$ cat src/rtl/mdio_seq_pkg.sv
package mdio_seq_pkg;

   localparam int unsigned N_STEPS    = 7;
   localparam int unsigned N_FRAMES   = 2 * N_STEPS;
   localparam int unsigned FRAME_BITS = 64;

   typedef enum logic [2:0] {
      SQ_IDLE,
      SQ_SEND,
      SQ_DRAIN,
      SQ_SETTLE,
      SQ_READY
   } seq_state_t;

   typedef struct packed {
      logic [4:0]  dev;
      logic [15:0] addr;
      logic [15:0] val;
   } reg_step_t;

   // One entry of the bring-up list; the order is the required programming order.
   function automatic reg_step_t step_of(input logic [2:0] idx,
                                         input logic       rsel,
                                         input logic       trk,
                                         input logic [2:0] pre);
      reg_step_t s;
      case (idx)
         3'd0:    s = '{dev: 5'h1E, addr: 16'h0000, val: 16'h8000};
         3'd1:    s = '{dev: 5'h1E, addr: 16'h001D, val: {3'b000, rsel, 12'h000}};
         3'd2:    s = '{dev: 5'h07, addr: 16'h0000, val: 16'h0000};
         3'd3:    s = '{dev: 5'h01, addr: 16'h0096, val: 16'h0000};
         3'd4:    s = '{dev: 5'h1E, addr: 16'h8020, val: 16'h03FF};
         3'd5:    s = '{dev: 5'h1E, addr: 16'h0004, val: {trk, pre, 12'h500}};
         default: s = '{dev: 5'h1E, addr: 16'h000E, val: 16'h0008};
      endcase
      return s;
   endfunction

   function automatic logic [FRAME_BITS-1:0] frame_of(input reg_step_t  s,
                                                      input logic       is_wr,
                                                      input logic [4:0] prt);
      return {32'hFFFF_FFFF, 2'b00, (is_wr ? 2'b01 : 2'b00), prt, s.dev,
              2'b10, (is_wr ? s.val : s.addr)};
   endfunction

endpackage

$ cat src/rtl/mdc_clkgen.sv
module mdc_clkgen #(
   parameter int unsigned HALF = 32
) (
   input  logic clk,
   input  logic rst_n,
   output logic mdc_o,
   output logic fall_tick_o
);
   localparam int unsigned CW = (HALF > 1) ? $clog2(HALF) : 1;

   logic mdc_q;
   logic wrap;

   generate
      if (HALF == 1) begin : g_toggle
         assign wrap = 1'b1;
      end else begin : g_count
         logic [CW-1:0] cnt_q;
         always_ff @(posedge clk or negedge rst_n) begin
            if (!rst_n)    cnt_q <= '0;
            else if (wrap) cnt_q <= '0;
            else           cnt_q <= cnt_q + 1'b1;
         end
         assign wrap = (cnt_q == CW'(HALF - 1));
      end
   endgenerate

   always_ff @(posedge clk or negedge rst_n) begin
      if (!rst_n)    mdc_q <= 1'b0;
      else if (wrap) mdc_q <= ~mdc_q;
   end

   assign mdc_o       = mdc_q;
   assign fall_tick_o = wrap & mdc_q;
endmodule

$ cat src/rtl/mdio_frame_tx.sv
module mdio_frame_tx #(
   parameter int unsigned FB = 64
) (
   input  logic          clk,
   input  logic          rst_n,
   input  logic          fall_tick_i,
   input  logic          ld_valid_i,
   input  logic [FB-1:0] ld_word_i,
   output logic          ld_take_o,
   output logic          busy_o,
   output logic          mdio_o,
   output logic          mdio_oe_o
);
   localparam int unsigned RW = $clog2(FB);

   logic [FB-1:0] sh_q;
   logic [RW-1:0] rem_q;
   logic          bit_q;
   logic          drv_q;

   assign ld_take_o = fall_tick_i && (rem_q == '0) && ld_valid_i;

   always_ff @(posedge clk or negedge rst_n) begin
      if (!rst_n) begin
         sh_q  <= '0;
         rem_q <= '0;
         bit_q <= 1'b1;
         drv_q <= 1'b0;
      end else if (fall_tick_i) begin
         if (rem_q != '0) begin
            bit_q <= sh_q[FB-1];
            sh_q  <= sh_q << 1;
            rem_q <= rem_q - 1'b1;
         end else if (ld_valid_i) begin
            bit_q <= ld_word_i[FB-1];
            sh_q  <= ld_word_i << 1;
            rem_q <= RW'(FB - 1);
            drv_q <= 1'b1;
         end else begin
            bit_q <= 1'b1;
            drv_q <= 1'b0;
         end
      end
   end

   assign busy_o    = drv_q;
   assign mdio_o    = drv_q ? bit_q : 1'b1;
   assign mdio_oe_o = drv_q & ~bit_q;
endmodule

$ cat src/rtl/bringup_fsm.sv
module bringup_fsm
   import mdio_seq_pkg::*;
#(
   parameter int unsigned SETTLE_CYC = 1000
) (
   input  logic       clk,
   input  logic       rst_n,
   input  logic       start_i,
   input  logic       take_i,
   input  logic       busy_i,
   output logic       ld_valid_o,
   output logic [3:0] frame_idx_o,
   output logic       ready_o
);
   localparam int unsigned SW   = (SETTLE_CYC > 1) ? $clog2(SETTLE_CYC) : 1;
   localparam logic [3:0]  LAST = 4'(N_FRAMES - 1);

   seq_state_t    st_q;
   logic [3:0]    idx_q;
   logic [SW-1:0] cnt_q;

   always_ff @(posedge clk or negedge rst_n) begin
      if (!rst_n) begin
         st_q  <= SQ_IDLE;
         idx_q <= '0;
         cnt_q <= '0;
      end else begin
         case (st_q)
            SQ_IDLE, SQ_READY: if (start_i) begin
               st_q  <= SQ_SEND;
               idx_q <= '0;
            end
            SQ_SEND: if (take_i) begin
               if (idx_q == LAST) st_q  <= SQ_DRAIN;
               else               idx_q <= idx_q + 1'b1;
            end
            SQ_DRAIN: if (!busy_i) begin
               st_q  <= SQ_SETTLE;
               cnt_q <= '0;
            end
            SQ_SETTLE: begin
               if (cnt_q == SW'(SETTLE_CYC - 1)) st_q  <= SQ_READY;
               else                              cnt_q <= cnt_q + 1'b1;
            end
            default: st_q <= SQ_IDLE;
         endcase
      end
   end

   assign ld_valid_o  = (st_q == SQ_SEND);
   assign frame_idx_o = idx_q;
   assign ready_o     = (st_q == SQ_READY);
endmodule

$ cat src/rtl/mdio_bringup_seq.sv
module mdio_bringup_seq
   import mdio_seq_pkg::*;
#(
   parameter int unsigned CLK_HZ     = 156_250_000,
   parameter int unsigned MDC_MAX_HZ = 2_500_000,
   parameter int unsigned MDC_HALF   = 32,
   parameter logic [4:0]  PRTAD      = 5'h00,
   parameter int unsigned SETTLE_CYC = 312_500_000
) (
   input  logic       clk,
   input  logic       rst_n,
   input  logic       start_i,
   input  logic       refclk_sel_i,
   input  logic       eq_track_i,
   input  logic [2:0] eq_pre_i,
   output logic       mdc_o,
   output logic       mdio_o,
   output logic       mdio_oe_o,
   output logic       link_ready_o
);
   localparam int unsigned MDC_HZ = CLK_HZ / (2 * MDC_HALF);

   generate
      if (MDC_HALF < 1) begin : g_bad_half
         $error("MDC_HALF must be at least 1");
      end
      if (MDC_HZ > MDC_MAX_HZ) begin : g_bad_rate
         $error("management clock above the allowed maximum");
      end
      if (SETTLE_CYC < 1) begin : g_bad_settle
         $error("SETTLE_CYC must be at least 1");
      end
   endgenerate

   logic                  fall_tick;
   logic                  ld_valid;
   logic                  ld_take;
   logic                  tx_busy;
   logic [3:0]            frame_idx;
   reg_step_t             cur_step;
   logic [FRAME_BITS-1:0] cur_word;

   mdc_clkgen #(.HALF(MDC_HALF)) u_clk (
      .clk         (clk),
      .rst_n       (rst_n),
      .mdc_o       (mdc_o),
      .fall_tick_o (fall_tick)
   );

   bringup_fsm #(.SETTLE_CYC(SETTLE_CYC)) u_fsm (
      .clk         (clk),
      .rst_n       (rst_n),
      .start_i     (start_i),
      .take_i      (ld_take),
      .busy_i      (tx_busy),
      .ld_valid_o  (ld_valid),
      .frame_idx_o (frame_idx),
      .ready_o     (link_ready_o)
   );

   always_comb begin
      cur_step = step_of(frame_idx[3:1], refclk_sel_i, eq_track_i, eq_pre_i);
      cur_word = frame_of(cur_step, frame_idx[0], PRTAD);
   end

   mdio_frame_tx #(.FB(FRAME_BITS)) u_tx (
      .clk         (clk),
      .rst_n       (rst_n),
      .fall_tick_i (fall_tick),
      .ld_valid_i  (ld_valid),
      .ld_word_i   (cur_word),
      .ld_take_o   (ld_take),
      .busy_o      (tx_busy),
      .mdio_o      (mdio_o),
      .mdio_oe_o   (mdio_oe_o)
   );
endmodule

$ cat config.mk
export PLATFORM = sky130hd
export DESIGN_NAME = mdio_bringup_seq
export DESIGN_NICKNAME = d
export VERILOG_FILES = /design/src/rtl/mdio_seq_pkg.sv /design/src/rtl/mdc_clkgen.sv /design/src/rtl/mdio_frame_tx.sv /design/src/rtl/bringup_fsm.sv /design/src/rtl/mdio_bringup_seq.sv
export SDC_FILE = /design/constraint.sdc
export NUM_CORES = 1
export LEC_CHECK = 0
export BUFFER_PORTS_ARGS = -buffer_cell sky130_fd_sc_hd__buf_2
export CORE_ASPECT_RATIO = 1.75
export CORE_MARGIN = 8
export CORE_UTILIZATION = 40
export CTS_BUF_LIST = sky130_fd_sc_hd__clkbuf_8
export CTS_CLUSTER_SIZE = 24
export DETAILED_ROUTE_END_ITERATION = 8
export PLACE_DENSITY = 0.59
export SLEW_MARGIN = 20
export SYNTH_ARGS = -nofsm -noshare
export SYNTH_HDL_FRONTEND = slang
export SYNTH_SLANG_ARGS = --single-unit
$ cat constraint.sdc
create_clock -name clk -period 2.67 [get_ports clk]
set_input_delay 0.1335 -clock clk [delete_from_list [all_inputs] [get_ports clk]]
set_output_delay 0.1335 -clock clk [all_outputs]
set_load 0.02 [all_outputs]
# After elaboration in Yosys (flattened, before gate mapping)
# Cells that the tools add are included.
# Widths: inputs -> output; s select.
# op_classes
add_sub_neg,4
reduce_logical,15
eq_ne,19
n_bitwise,5
muxes,24
# ops
cell,count
$pmux 37 s6,1
$mux 64,2
$mux 29,2
$pmux 29 s2,1
$add 29x1->29 const B,1
$eq 29x29->1 const B,1
$mux 16,1
$mux 3,5
$eq 3x2->1 const B,4
$mux 4,3
$mux 6,2
$ne 2x2->1 const B,6
$pmux 3 s4,1
$eq 3x3->1 const B,3
$pmux 4 s2,1
$eq 3x1->1 const B,2
$logic_not 3->1,2
$logic_not 6->1,1
$reduce_bool 2->1,3
$reduce_bool 6->1,1
$sub 6x1->6 const B,1
$add 5x1->5 const B,1
$eq 5x5->1 const B,1
$mux 5,1
other kinds (12),20
# word_totals
elab_cells,76
ff_bits,114
out_inout_bits,4
inputBits,8

# Logic depth before layout (Yosys ltp)
# logic_depth
word_depth,6
mapped_depth,9

# By module
# A second synthesis with hierarchy kept.
# unflattened
hier_cells,671
area_unflattened_um2,6703.9
# by_module_without_submodules
module,n_inst,cells_per_inst,area_each_um2,seq_area_each_um2
mdio_frame_tx,1,404,4227.8,1778.0
bringup_fsm,1,212,2001.9,900.9
mdc_clkgen,1,18,249.0,150.1
mdio_bringup_seq,1,37,225.2,0.0

# Least setup slack after synthesis
# Ideal clock, no wire load.
# synth_path
kind,flip-flop to flip-flop
from,register u_fsm.cnt_q[20]
to,register u_fsm.cnt_q[21]
path_stages_with_launch,7
synth_period_minus_slack_ps,2104
t_arrival_ps,1947
path_slack_ps,566
setup_ps,157
cell_sequence,dfrtp_1 or4_1 or4_4 o221ai_4 buf_6 or3_1 a21oi_1
# synth_between
elab_chain_len,3
# synth_lines
element,line_no,rtl
from (decl),bringup_fsm.sv:20,logic [SW-1:0] cnt_q;
from (signal assigned),bringup_fsm.sv:43,else cnt_q <= cnt_q + 1'b1;
$add 29x1->29 or $eq 29x29->1 (tied branches),"bringup_fsm.sv:43, bringup_fsm.sv:42",
$mux 29 or $ne 2x2->1 (tied branches),n/a,
$pmux 29 s2 or $reduce_and 3->1 (tied branches),n/a,
# Parallel ways exist; a longest one is shown, timed or not. The select of a mux whose other input is x is not followed.
# A chain may end at the register's enable or synchronous reset.

# Final worst setup path
# layout_path
from,register u_clk.g_count.cnt_q[0]
to,register u_fsm.idx_q[3] (netlist: u_fsm.frame_idx_o[3])
# layout_between
elab_chain_len,6
# layout_lines
element,line_no,rtl
from (decl),mdc_clkgen.sv:18,logic [CW-1:0] cnt_q;
from (signal assigned),mdc_clkgen.sv:22,else cnt_q <= cnt_q + 1'b1;
$eq 5x5->1,mdc_clkgen.sv:24,assign wrap = (cnt_q == CW'(HALF - 1));
$and 1x1->1,mdc_clkgen.sv:34,assign fall_tick_o = wrap & mdc_q;
$logic_and 1x1->1 (2 in series),mdio_frame_tx.sv:21,assign ld_take_o = fall_tick_i && (rem_q == '0) && ld_valid_i;
$ne 2x2->1 (no line),n/a,
$reduce_and 4->1 (no line),n/a,
to (signal assigned),bringup_fsm.sv:35,else idx_q <= idx_q + 1'b1;
to (decl),bringup_fsm.sv:19,logic [3:0] idx_q;
# No other way between the ends.

==> flow_metrics.tcl <==
set metrics [dict create \
    status "finished clean" \
    min_period_ps 2380 \
    rsz0062_at_grt "false" \
    final_common_cell "dfrtp_1" \
    crit_top_cell "ha_1" \
    grt_pass1_vias 4234 \
    areaGrowthSynthToFinish_pct 14.3 \
    die_w_um 103 \
    drc 0 \
    place_congestion 0.804 \
    p_per_area_mw_per_mm2 729 \
    ys_seq_area_share_pct 53.8 \
    initial_core_util_pct 40.8 \
    synth_area_mm2 0.00526 \
    critical-path-top-delay-family "simple AND/OR/NAND/NOR gates" \
    synth_top_cell_by_area "dfrtp_1" \
    p_leak_nw 2.64 \
    die_y_um 168 \
    timing.critical_path.buf_inv 0 \
    cts_max_level 4 \
    max_cap_violations 0 \
    syn_nets 533 \
    clkSinkCount 113 \
    synth_top_area_share_pct 53.3 \
    clk_path_buf_depth 2 \
    insertedDiodeCount 0 \
    grt_max_degree 83 \
    async_reset_ff_share_pct 100 \
    layout_common_cells "112 x dfrtp_1, 59 x nand2_1, 45 x nor2_1, 33 x o22a_1, 29 x a21oi_1" \
    fillCellCount 1245 \
    wire_per_inst_um 15.9 \
    irDropWorstVdd_mv 0.372 \
    viasPerCell 5.64 \
    crit_chain "ha_1 -> and3_1 -> ha_1 -> nand4bb_1 -> nor2_1 -> a2bb2oi_1 -> nand2_1 -> o31ai_1" \
    rows 55 \
    setup_tns_ps 0 \
    post_cts_resize_count 0 \
    slowest_delay_ps 430 \
    setup_viol 0 \
    path_clk_slew_ps 70 \
    synthCells 518 \
    startpoint_type "flip-flop" \
    hold_end "u_fsm.st_q[0]" \
    firstDrtPassIters 5 \
    crit_path_end_kind "flip-flop" \
    relSlewSlack_pct 55.7 \
    synth-edff-count 0 \
    syn_area_per_cell_um2 10.1 \
    cp_max_fo 7 \
    ant_nets 0 \
    dpl.hpwl_um 7720 \
    r2r_cells 8 \
    overflow 0 \
    ys_warn_count 0 \
    io_buffers 11 \
    tightest_slew_ps 663 \
    synth.area.top_cells "dfrtp_1 53%, o22a_1 5.5%, nand2_1 4.2%, nor2_1 3.2%, o31ai_1 3.1%" \
    required_ps 2990 \
    wl_um 11500 \
    hp-start "start_i" \
    fin_util_pct 46.7 \
    cts_root_buf "clkbuf_8" \
    grt_use_total_pct 14.8 \
    die-area_mm2 0.0172 \
    min_period_over_period_pct 89.2 \
    min_path_cells 4 \
    hold_class "input port to flip-flop" \
    drive_gt1_share_pct 12.0 \
    worstSkewPairLatency_ps 420 \
    hold_viol_final 0 \
    antenna_found_initial 0 \
    nets 553 \
    synth_cell_types 57 \
    slew_viol_final 0 \
    r2r_setup_slack_ps 290 \
    drt_iter0_drc 188 \
    critPathSlowestCell "a2bb2oi_1" \
    rr_startpoint "u_clk.g_count.cnt_q[0]" \
    grt_pass1_wl_um 20100 \
    r2r_end "u_fsm.frame_idx_o[3]" \
    core_mm2 0.0129 \
    synth_flop_cell "dfrtp_1" \
    cts_inserted_buffers 17 \
    worstSetupPathType "flip-flop to flip-flop" \
    clock_skew_ps 12.8 \
    tritoncts "yes" \
    pin_count 12 \
    crit_arrival_ps 2700 \
    fmax_ghz 0.420 \
    synth_seq_cells 113 \
    vias 4072 \
]
## routing by layer
layer | global-route usage (%) | vias to the layer above | routed length (um) | share of wire, %
li1 | - | 1961 | - | -
met1 | 16.5 | 2029 | 4800 | 42
met5 | 0 | - | 0 | 0
met4 | 6.94 | 0 | 255 | 2.2
met3 | 3.95 | 18 | 286 | 2.5
met2 | 25.2 | 64 | 6160 | 54
## report_power, final
| group | internal (mW) | switching, mW |
|---|---|---|
| sequential | 1.76 | 0.106 |
| clock | 1.02 | 0.679 |
| combinational | 0.291 | 0.520 |
## sequential cells by signal, summed over array words and instances (netlist names)
name,count
u_fsm.cnt_q,29
u_tx.rem_q,6
u_tx.sh_q,63
u_tx.bit_q,1
u_fsm.st_q,3
u_tx.busy_o,1
u_clk.g_count.cnt_q,5
u_clk.mdc_o,1
u_fsm.frame_idx_o,4
## area by class of cell
| type | count | area [um2] | area share [%] |
|---|---|---|---|
| Sequential cell | 113 | 2830 | 47.1 |
| Multi-Input combinational cell | 367 | 2270 | 37.8 |
| Clock buffer | 18 | 248 | 4.12 |
| Timing Repair Buffer | 31 | 240 | 4.00 |
| Tap cell | 171 | 214 | 3.56 |
| Clock inverter | 14 | 174 | 2.89 |
| Inverter | 8 | 30.0 | 0.500 |
## logic make-up (layout without fill, tap and decap cells)
logic type / Yosys count / in the layout / share of synthesized area (%)
simple gates: 176 / 176 / 16.6
compound gates: 174 / 174 / 22.9
flops: 113 / 113 / 53.8
buf+inv: 38 / 71 / 3.21
fa+ha+maj: 7 / 7 / 1.67
xor+xnor: 7 / 7 / 1.17
mux: 3 / 3 / 0.571
## synthesized netlist by cell type, types with 3 or more instances
cell type and n:
dfrtp_1 112, nand2_1 59, nor2_1 45, o22a_1 33
a21oi_1 29, o21ai_1 27, clkbuf_1 22, o31ai_1 22
nand3_1 20, o21ai_0 20, a22o_1 11, a31oi_1 8
inv_1 8, ha_1 7, nand4_1 7, or4_1 6
nor3b_1 5, xor2_1 5, nand2b_1 4, nor2b_1 4
nor3_1 4, o41ai_1 4, a221oi_1 3, and3_1 3
buf_2 3, mux2i_1 3, nor4bb_1 3, o211ai_1 3
## metrics by stage
step / setup WS (ps) / hold WS [ps] / cells / area, um2 / power (mW)
2_1_floorplan: 566 / -162 / 518 / 5260 / 2.45
3_3_place_gp: 422 / 96.2 / 687 / 5560 / 2.69
3_5_place_dp: 254 / 110 / 687 / 5560 / 2.71
4_1_cts: 267 / 174 / 722 / 6010 / 4.45
5_1_grt: 8.92 / 201 / 722 / 6010 / 4.63
6_report: 288 / 194 / 722 / 6010 / 4.38
## worst max-delay path by stage
stage	start	to	slack (ps)	cells after the start
2_1_floorplan	u_fsm.cnt_q[20]	u_fsm.cnt_q[21]	570	6
3_3_place_gp	u_clk.g_count.cnt_q[0]	u_tx.rem_q[5]	420	8
3_5_place_dp	u_clk.g_count.cnt_q[0]	u_fsm.frame_idx_o[3]	250	8
4_1_cts	u_clk.g_count.cnt_q[0]	u_fsm.frame_idx_o[3]	270	8
5_1_grt	u_clk.g_count.cnt_q[0]	u_fsm.frame_idx_o[3]	9	8
6_report	u_clk.g_count.cnt_q[0]	u_fsm.frame_idx_o[3]	290	8
## worst register-to-register path, cell delays in order (launching register included)
cell and delay [ps]:
dfrtp_1 380, ha_1 200, and3_1 170, ha_1 280, nand4bb_1 190, nor2_1 230
a2bb2oi_1 430, nand2_1 170, o31ai_1 230
## repair_timing
action	4_1_cts	5_1_grt
endpoints found under the setup margin	0	0
setup buffers	0	0
hold endpoints to repair	33	0
hold buffers	3	0
Note: power is estimated with default switching activity, not from simulation.
